===== config.mk =====
export PLATFORM = sky130hd
export DESIGN_NAME = clk_out_gater
export DESIGN_NICKNAME = d
export VERILOG_FILES = /design/src/rtl/clk_gate_pkg.sv /design/src/rtl/src_sampler.sv /design/src/rtl/pd_qualifier.sv /design/src/rtl/out_gate.sv /design/src/rtl/clk_out_gater.sv
export SDC_FILE = /design/constraint.sdc
export NUM_CORES = 1
export LEC_CHECK = 0
export CORE_MARGIN = 4
export CORE_UTILIZATION = 51
export CTS_BUF_LIST = sky130_fd_sc_hd__clkbuf_8 sky130_fd_sc_hd__clkbuf_16
export CTS_CLUSTER_SIZE = 12
export DETAILED_ROUTE_END_ITERATION = 7
export PLACE_DENSITY = 0.79
export RECOVER_POWER = 25
export SETUP_SLACK_MARGIN = 0.05
export SYNTH_ARGS = -nofsm -noshare
export SYNTH_HDL_FRONTEND = slang
export SYNTH_SLANG_ARGS = --single-unit
export TNS_END_PERCENT = 50

===== constraint.sdc =====
create_clock -name clk -period 2.25 [get_ports clk]
set_clock_uncertainty 0.05 [all_clocks]
set_input_delay 0.225 -clock clk [delete_from_list [all_inputs] [get_ports clk]]
set_output_delay 0.225 -clock clk [all_outputs]
set_load 0.005 [all_outputs]

===== src/rtl/clk_gate_pkg.sv =====
package clk_gate_pkg;

    typedef enum logic [1:0] {
        G_RUN      = 2'd0,
        G_STOPPING = 2'd1,
        G_PARKED   = 2'd2
    } gate_st_e;

    typedef enum logic [1:0] {
        PD_IDLE  = 2'd0,
        PD_SEEN1 = 2'd1,
        PD_DOWN  = 2'd2,
        PD_WAKE  = 2'd3
    } pd_st_e;

    typedef struct packed {
        logic t;
        logic c;
        logic t_oe;
        logic c_oe;
    } df_pin_t;

    // Edge that carries the source into its park level.
    function automatic logic park_edge(input logic park_high, input logic cur, input logic prev);
        return park_high ? (cur & ~prev) : (~cur & prev);
    endfunction

    // Pin mapping for one differential pair.
    function automatic df_pin_t df_map(input logic en, input logic parked,
                                       input logic lvl, input logic float_sel);
        df_pin_t p;
        if (!en) begin
            p = '0;
        end else if (!parked) begin
            p = '{t: lvl, c: ~lvl, t_oe: 1'b1, c_oe: 1'b1};
        end else begin
            p = '{t: 1'b1, c: 1'b0, t_oe: ~float_sel, c_oe: 1'b0};
        end
        return p;
    endfunction

endpackage


===== src/rtl/src_sampler.sv =====
module src_sampler #(
    parameter int W = 2
) (
    input  logic         clk,
    input  logic         rst,
    input  logic [W-1:0] src,
    output logic [W-1:0] cur,
    output logic [W-1:0] prev
);
    for (genvar i = 0; i < W; i++) begin : g_bit
        always_ff @(posedge clk) begin
            if (rst) begin
                cur[i]  <= 1'b0;
                prev[i] <= 1'b0;
            end else begin
                cur[i]  <= src[i];
                prev[i] <= cur[i];
            end
        end
    end
endmodule


===== src/rtl/pd_qualifier.sv =====
module pd_qualifier
    import clk_gate_pkg::*;
#(
    parameter int WAKE_CYC = 37500
) (
    input  logic   clk,
    input  logic   rst,
    input  logic   ref_edge,
    input  logic   pd_req,
    output pd_st_e st,
    output logic   pd_hold,
    output logic   pd_wake
);
    localparam int CW = $clog2(WAKE_CYC + 1);
    localparam logic [CW-1:0] LAST = CW'(WAKE_CYC - 1);

    logic [CW-1:0] cnt;

    always_ff @(posedge clk) begin
        if (rst) begin
            st  <= PD_IDLE;
            cnt <= '0;
        end else begin
            unique case (st)
                PD_IDLE:  if (ref_edge && pd_req) st <= PD_SEEN1;
                PD_SEEN1: if (ref_edge) st <= pd_req ? PD_DOWN : PD_IDLE;
                PD_DOWN: begin
                    cnt <= '0;
                    if (!pd_req) st <= PD_WAKE;
                end
                PD_WAKE: begin
                    if (cnt == LAST) begin
                        st  <= PD_IDLE;
                        cnt <= '0;
                    end else begin
                        cnt <= cnt + 1'b1;
                    end
                end
                default: st <= PD_IDLE;
            endcase
        end
    end

    assign pd_hold = (st == PD_DOWN) || (st == PD_WAKE);
    assign pd_wake = (st == PD_WAKE);
endmodule


===== src/rtl/out_gate.sv =====
module out_gate
    import clk_gate_pkg::*;
#(
    parameter bit PARK_HIGH = 1'b0
) (
    input  logic clk,
    input  logic rst,
    input  logic cur,
    input  logic prev,
    input  logic want,
    output logic parked
);
    gate_st_e st;
    logic     at_park;
    logic     into_park;

    assign at_park   = PARK_HIGH ? cur : ~cur;
    assign into_park = park_edge(PARK_HIGH, cur, prev);

    always_ff @(posedge clk) begin
        if (rst) begin
            st <= G_RUN;
        end else begin
            unique case (st)
                G_RUN:      if (want) st <= into_park ? G_PARKED : G_STOPPING;
                G_STOPPING: if (!want) st <= G_RUN;
                            else if (into_park) st <= G_PARKED;
                G_PARKED:   if (!want && at_park) st <= G_RUN;
                default:    st <= G_RUN;
            endcase
        end
    end

    assign parked = (st == G_PARKED);
endmodule


===== src/rtl/clk_out_gater.sv =====
module clk_out_gater
    import clk_gate_pkg::*;
#(
    parameter int N_SE     = 3,
    parameter int N_DF     = 2,
    parameter int CPU_IDX  = 0,
    parameter int WAKE_CYC = 37500
) (
    input  logic            clk,
    input  logic            rst,
    input  logic [N_SE-1:0] se_src,
    input  logic [N_DF-1:0] df_src,
    input  logic            pd_req,
    input  logic            sw_run,
    input  logic [N_SE-1:0] se_en,
    input  logic [N_SE-1:0] se_stoppable,
    input  logic [N_DF-1:0] df_en,
    input  logic [N_DF-1:0] df_stoppable,
    input  logic [N_DF-1:0] df_pd_hiz,
    input  logic            df_stop_hiz,
    output logic [N_SE-1:0] se_lvl,
    output logic [N_SE-1:0] se_oe,
    output logic [N_DF-1:0] df_t,
    output logic [N_DF-1:0] df_c,
    output logic [N_DF-1:0] df_t_oe,
    output logic [N_DF-1:0] df_c_oe
);
    logic [N_SE-1:0] se_q, se_d, se_parked;
    logic [N_DF-1:0] df_q, df_d, df_parked;
    pd_st_e          pd_st;
    logic            pd_hold, pd_wake, ref_edge;

    src_sampler #(.W(N_SE)) u_se_smp (
        .clk(clk), .rst(rst), .src(se_src), .cur(se_q), .prev(se_d));
    src_sampler #(.W(N_DF)) u_df_smp (
        .clk(clk), .rst(rst), .src(df_src), .cur(df_q), .prev(df_d));

    // Rising edge of the complement line = falling edge of the true source.
    assign ref_edge = park_edge(1'b0, df_q[CPU_IDX], df_d[CPU_IDX]);

    pd_qualifier #(.WAKE_CYC(WAKE_CYC)) u_pdq (
        .clk(clk), .rst(rst), .ref_edge(ref_edge), .pd_req(pd_req),
        .st(pd_st), .pd_hold(pd_hold), .pd_wake(pd_wake));

    for (genvar i = 0; i < N_SE; i++) begin : g_se
        logic want;
        assign want = pd_hold | (~sw_run & se_stoppable[i]);
        out_gate #(.PARK_HIGH(1'b0)) u_gate (
            .clk(clk), .rst(rst), .cur(se_q[i]), .prev(se_d[i]),
            .want(want), .parked(se_parked[i]));
        assign se_lvl[i] = se_en[i] & ~se_parked[i] & se_q[i];
        assign se_oe[i]  = se_en[i];
    end

    for (genvar i = 0; i < N_DF; i++) begin : g_df
        logic    want, float_sel;
        df_pin_t pin;
        assign want      = pd_hold | (~sw_run & df_stoppable[i]);
        assign float_sel = pd_wake ? 1'b0 : (pd_hold ? df_pd_hiz[i] : df_stop_hiz);
        out_gate #(.PARK_HIGH(1'b1)) u_gate (
            .clk(clk), .rst(rst), .cur(df_q[i]), .prev(df_d[i]),
            .want(want), .parked(df_parked[i]));
        assign pin        = df_map(df_en[i], df_parked[i], df_q[i], float_sel);
        assign df_t[i]    = pin.t;
        assign df_c[i]    = pin.c;
        assign df_t_oe[i] = pin.t_oe;
        assign df_c_oe[i] = pin.c_oe;
    end
endmodule


==> impl_metrics.toml, run 1 <==
[setup_path]
worstPathRequired_ns = 1.98
max_stage_delay_ns = 0.45
crit_path_cell_trace = "nor2b_1 -> a21oi_1 -> o21a_1 -> clkdlybuf4s50_1"
critPathTopFamily = "buffers and inverters"
critical_path_class = "reg -> out"
startpoint_type = "flop"
endpoint_kind = "output pin"
slowest_stage = "clkdlybuf4s50_1"
arrival_ns = 1.62
crit_buf_inv = 1
cp_max_fo = 6

[die]
num_rows = 21
io_pins = 36
core_mm2 = 0.003390
dieArea_mm2 = 0.004581
start_util = 0.5360
die_x_um = 67.69
die-height_um = 67.69

[flow_run]
cap_viol_max_count = 0

[final_layout]
nNetsFinal = 266
drive_above_1_share = 0.07787
post-route-util = 0.6722
antenna_cells = 0
area_growth_pct = 25.41

[sta]
finalSetupViolCount = 0
drv_slew = 0
tns_ns = 0
slew_headroom = 0.7045
rsz0062_at_grt = "no"
tightest_slew_ns = 0.4432
hold_viol_final = 0
timing.final.crit_share = 0.8420
min_period_ns = 1.895
holdWs_ns = 0.3918
timing.fmax_mhz = 527.8
worst_slack_ns = 0.3555

[detailed_routing]
route.vias.total = 1615
drt_iter0_drc = 53
drc = 0
firstDrtPassIters = 4
drt_wl_total_um = 3858
avgRoutedWirePerCell_um = 13.30
viasPerCell = 5.569
ant_nets = 0

[placed_design]
place.gp.congestion = 0.8423
numPortBuffers = 35
hpwlAfterDp_um = 2828
post-place-ws_ns = 0.4133

[grt]
grt_pass1_wl_um = 6423
grt_pass1_vias = 1535
grt_max_degree = 27
globalRoute.totalOverflow = 0
antenna_found_initial = 0
track_usage = 0.1825

[logic_synthesis]
yosysMostFrequentCell = "dfxtp_1"
syn_inst = 207
syn_nets = 230
synth_common_cells = "dfxtp_1, nor2_1, a21oi_1"
synth-seq-cells = 38
synth_area_leaders = "dfxtp_1, nand2b_1, a21oi_1, nor2_1, nor2b_1"
syn-cell-area_mm2 = 0.001817
seq_area_frac_synth = 0.4187
synth_ff_type = "dfxtp_1"
synth_top_area_share = 0.4187
synth.avg_cell_area_um2 = 8.777
synth_warnings = 0
synth_edf_count = 0
yosysUniqueCellTypes = 49
async_reset_ff_frac = 0
synth.largest_area_cell = "dfxtp_1"

[power]
p_switching_w = 0.0002803
ir_drop_mv = 0.4785
p_seq_frac = 0.539
p_sw_frac = 0.2170
intPower_w = 0.001012
p_leak_nw = 0.7927
comb_power_share = 0.104
p_clk_frac = 0.357
p_per_area_mw_per_mm2 = 567.0

[clock_tree]
cts_root_buf = "clkbuf_8"
clock_path_buffers = 2
cts_setup_buffers = 0
hold_buffers = 0
cts_tree = "done"
cts.clk_slew.worst_paths_ns = 0.07
cts_buffers = 5
cts_sinks = 38
cts.repair.resized = 0
cts.htree.levels = 2
insertion_delay_ns = 0.29

[min_path]
hold_path.class = "reg -> reg"

[outcome]
status = "completed"
==> kinds of logic (layout without fill, tap and decap cells) <==
kind of cell               after synthesis  count (layout)  synth area share
muxes                                    1               1          0.005510
buffers and inverters                   22              59           0.05785
DFF                                     38              38            0.4187
adders and majority gates                1               1          0.006886
and+or+nand+nor                         94              94            0.3141
AOI/OAI and AO/OA                       44              44            0.1632
xor gates and xnor gates                 7               7           0.03375
==> metal layers <==
| layer | up-vias | routed length, um | track usage |
|---|---|---|---|
| li1 | 812 | - | - |
| met1 | 753 | 1710 | 0.2073 |
| met2 | 43 | 1850 | 0.3147 |
| met3 | 7 | 226 | 0.05491 |
| met4 | 0 | 70 | 0.07595 |
| met5 | - | 0 | 0 |
==> worst register-to-register path: stages (launching register included) <==
cell and delay (ns):
dfxtp_1 0.42, ha_1 0.22, nand4_1 0.14, or3_1 0.45, or3_1 0.37, a21oi_1 0.15
==> state kept, by name, summed over array words and instances (netlist names), named ones only <==
register        cells
u_pdq.cnt          16
u_se_smp.prev       3
u_df_smp.cur        2
g_df.u_gate.st      4
g_se.u_gate.st      6
u_pdq.st            1
u_df_smp.prev       2
u_se_smp.cur        3
==> area by class of cell <==
type | count | area [um2]
well taps | 46 | 57.56
multi-input cells | 147 | 950.9
clock inverters | 2 | 8.758
repair buffers | 40 | 376.6
flip-flops and latches | 38 | 760.7
inverters | 11 | 41.29
clock buffers | 6 | 82.58
fillers | 297 | 1111
==> per-stage QoR <==
step                total power, W  instances  instance area [um2]
global placement         0.0008461        282                 2198
global route              0.001358        290                 2278
CTS                       0.001315        290                 2290
floorplan                0.0007701        207                 1817
finish                    0.001292        290                 2278
detailed placement       0.0008486        282                 2198
==> power groups by stage <==
stage,registers (W),clock network (W),logic (W)
floorplan,0.000709,0,0.0000611
global placement,0.000711,0,0.000135
detailed placement,0.000712,0,0.000137
CTS,0.000696,0.000481,0.000138
global route,0.000698,0.000512,0.000148
finish,0.000696,0.000462,0.000134
==> worst paths after layout <==
check                  startpoint  slack, ns              endpoint  cells after the start
min          g_se[1].u_gate.st[1]       0.39  g_se[1].u_gate.st[0]                      1
max                          flop       0.36            df_t_oe[1]                      4
max reg2reg          u_pdq.cnt[0]       0.39         u_pdq.cnt[14]                      5
min reg2reg  g_se[1].u_gate.st[1]       0.39  g_se[1].u_gate.st[0]                      1
==> cells in the final DEF, fill, tap and decap left out, types with 3 or more instances in the layout <==
cell | Yosys | layout
dfxtp_1 | 38 | 38
clkdlybuf4s50_1 | 0 | 34
nor2_1 | 18 | 18
a21oi_1 | 14 | 14
nand2b_1 | 13 | 13
inv_1 | 11 | 12
nor2b_1 | 10 | 10
nand4_1 | 8 | 8
nand2_1 | 6 | 6
or3_1 | 6 | 6
clkbuf_8 | 1 | 6
and3_1 | 5 | 5
nand3_1 | 5 | 5
nor4_1 | 5 | 5
a31oi_1 | 4 | 4
a21o_1 | 4 | 4
xnor2_1 | 4 | 4
o21ai_0 | 4 | 4
o21a_1 | 3 | 3
and2_1 | 3 | 3
a2111oi_0 | 3 | 3
xor2_1 | 3 | 3
clkbuf_1 | 5 | 3
(Power assumes the default switching activity.)
==> inputs of run 2 (changes only) <==
--- a/config.mk
+++ b/config.mk
@@ -6,11 +6,11 @@
 export NUM_CORES = 1
 export LEC_CHECK = 0
 export CORE_MARGIN = 4
-export CORE_UTILIZATION = 51
+export CORE_UTILIZATION = 46
 export CTS_BUF_LIST = sky130_fd_sc_hd__clkbuf_8 sky130_fd_sc_hd__clkbuf_16
 export CTS_CLUSTER_SIZE = 12
 export DETAILED_ROUTE_END_ITERATION = 7
-export PLACE_DENSITY = 0.79
+export PLACE_DENSITY = 0.75
 export RECOVER_POWER = 25
 export SETUP_SLACK_MARGIN = 0.05
 export SYNTH_ARGS = -nofsm -noshare
==> constraint.sdc (replaced) <==
create_clock -name clk -period 1.7 [get_ports clk]
set_clock_uncertainty 0.05 [all_clocks]
set_input_delay 0.17 -clock clk [delete_from_list [all_inputs] [get_ports clk]]
set_output_delay 0.17 -clock clk [all_outputs]
set_load 0.005 [all_outputs]
==> run 2 against run 1 <==
Net effect: setup slack got worse by 0.35 ns; clock power grew 38%; hold slack got worse by 0.0084 ns; critical path type is now reg -> reg; highest routed layer unchanged; global-route usage up 0.30 points; die area increased by 9.6%; sequential share of layout area shrank 3.1 points; largest power group unchanged; critical endpoint is now u_pdq.cnt[14]; via count increased by 7.5%; combinational power up 42%.
==> impl_metrics.toml, run 2 (synthesis gave the netlist of run 1 again) <==
[min_path]
hold_start = "df_src[0]"
min_to = "u_df_smp.cur[0]"
worstHoldPathCells = 2
hold_path.class = "in -> reg"

[setup_path]
critical_path_class = "reg -> reg"
r2r_cells = 5
r2r_slack_ns = 0.005
crit_path_cell_trace = "ha_4 -> nand4_1 -> or3_4 -> or3_4 -> a21oi_2"
critPathTopFamily = "simple AND/OR/NAND/NOR gates"
startpoint_type = "flop"
arrival_ns = 1.87
max_stage_delay_ns = 0.39
cp_max_fo = 4
worstPathRequired_ns = 1.87
crit_buf_inv = 0
worstReg2RegEnd = "u_pdq.cnt[14]"
crit_top_cell = "or3_4"
endpoint_kind = "flop"
timing.rr.start = "u_pdq.cnt[0]"
slowest_stage = "or3_4"

[detailed_routing]
ant_nets = 0
viasPerCell = 5.618
drt_wl_total_um = 4605
drt_iter0_drc = 65
firstDrtPassIters = 4
route.vias.total = 1736
drc = 0
avgRoutedWirePerCell_um = 14.90

[placed_design]
placed_area_mm2 = 0.002326
hpwlAfterDp_um = 3071
place.gp.congestion = 0.8692
place_inst = 298
numPortBuffers = 35

[sta]
holdWs_ns = 0.3834
timing.fmax_mhz = 589.9
tightest_slew_ns = 0.5366
hold_viol_final = 0
rsz0062_at_grt = "yes"
finalSetupViolCount = 0
min_period_ns = 1.695
slew_headroom = 0.6423
drv_slew = 0
timing.final.crit_share = 0.9972

[grt]
grt_pass1_wl_um = 7624
grt_pass1_vias = 1640
track_usage = 0.1855
grt_max_degree = 29
globalRoute.totalOverflow = 0
antenna_found_initial = 0

[clock_tree]
clock_path_buffers = 2
insertion_delay_ns = 0.29
hold_buffers = 0
cts_buffers = 5
cts_sinks = 38
cts.clk_slew.worst_paths_ns = 0.07
cts_root_buf = "clkbuf_8"
cts_tree = "done"
cts.htree.levels = 2

[die]
core_mm2 = 0.003744
die_x_um = 70.85
dieArea_mm2 = 0.005019
num_rows = 22
die-height_um = 70.85
io_pins = 36
start_util = 0.4853

[final_layout]
layout_common_cells = "clkdlybuf4s50_1, dfxtp_1, buf_4, nor2_1"
nNetsFinal = 283
final_common_cell = "clkdlybuf4s50_1"
drive_above_1_share = 0.2759
area_growth_pct = 41.32
stdcell_count = 309
largest_register_ffs = 16
regMostFlops = "u_pdq.cnt"
final_cell_area_mm2 = 0.002567
ff_latch_area_um2 = 778.2
fill_cells = 312
antenna_cells = 0
top_regs = "u_pdq.cnt (16), g_se.u_gate.st (6), g_df.u_gate.st (4)"
multi_input_area_mm2 = 0.001080

[flow_run]
cap_viol_max_count = 0

[power]
p_per_area_mw_per_mm2 = 681.0
p_leak_nw = 0.9413
ir_drop_mv = 0.4535

[outcome]
status = "completed"
-- run 2: cell count changes in the layout (fill, tap and decap cells not counted), moves of 4 or more --
cell / delta
buf_4: +16
clkdlybuf4s50_1: -6
dfxtp_1: -12
dfxtp_2: +11
dlygate4sd2_1: +4
-- run 2: what timing repair did --
action,in CTS,in global routing
pin swaps,3,5
gates cloned,0,1
setup buffers,1,1
setup endpoints to repair,19,17
gates resized for setup,20,23
-- run 2: layout make-up --
| type | instances | share of cell area |
|---|---|---|
| inverters | 11 | 0.01608 |
| flip-flops and latches | 38 | 0.3031 |
| repair buffers | 56 | 0.1998 |
| clock inverters | 2 | 0.004873 |
| well taps | 48 | 0.02339 |
| multi-input cells | 148 | 0.4206 |
| clock buffers | 6 | 0.03216 |
-- run 2: worst max-delay path by stage --
stage,cells after the start,startpoint,slack [ns],to
2_1_floorplan,5,u_pdq.cnt[0],0.02,u_pdq.cnt[14]
3_3_place_gp,5,u_pdq.cnt[0],-0.02,u_pdq.cnt[14]
3_5_place_dp,5,u_pdq.cnt[1],-0.06,u_pdq.cnt[14]
4_1_cts,3,g_df[1].u_gate.st[0],0.04,df_c[1]
5_1_grt,5,u_pdq.cnt[0],-0.06,u_pdq.cnt[14]
6_report,5,u_pdq.cnt[0],0.005,u_pdq.cnt[14]
-- run 2: stage by stage --
step	power [W]	TNS (ns)	utilization	setup WS, ns
floorplan	0.001021	0	-	0.02205
global placement	0.001126	-0.03517	0.6213	-0.02138
detailed placement	0.001129	-0.1052	0.6213	-0.06434
CTS	0.001758	0	0.6611	0.04394
global route	0.001832	-0.1607	0.6858	-0.06128
finish	0.001748	0	0.6858	0.004831
-- run 2: where the power goes --
group | switching [W] | internal (W)
combinational | 0.0000784 | 0.000111
clock | 0.000311 | 0.000326
sequential | 0.0000128 | 0.000909
-- run 2: routing by layer --
metal / up-vias / share of wire / global-route usage
li1: 857 / - / -
met1: 815 / 0.43 / 0.2308
met2: 54 / 0.50 / 0.3182
met3: 10 / 0.049 / 0.04972
met4: 0 / 0.017 / 0.04593
met5: - / 0 / 0
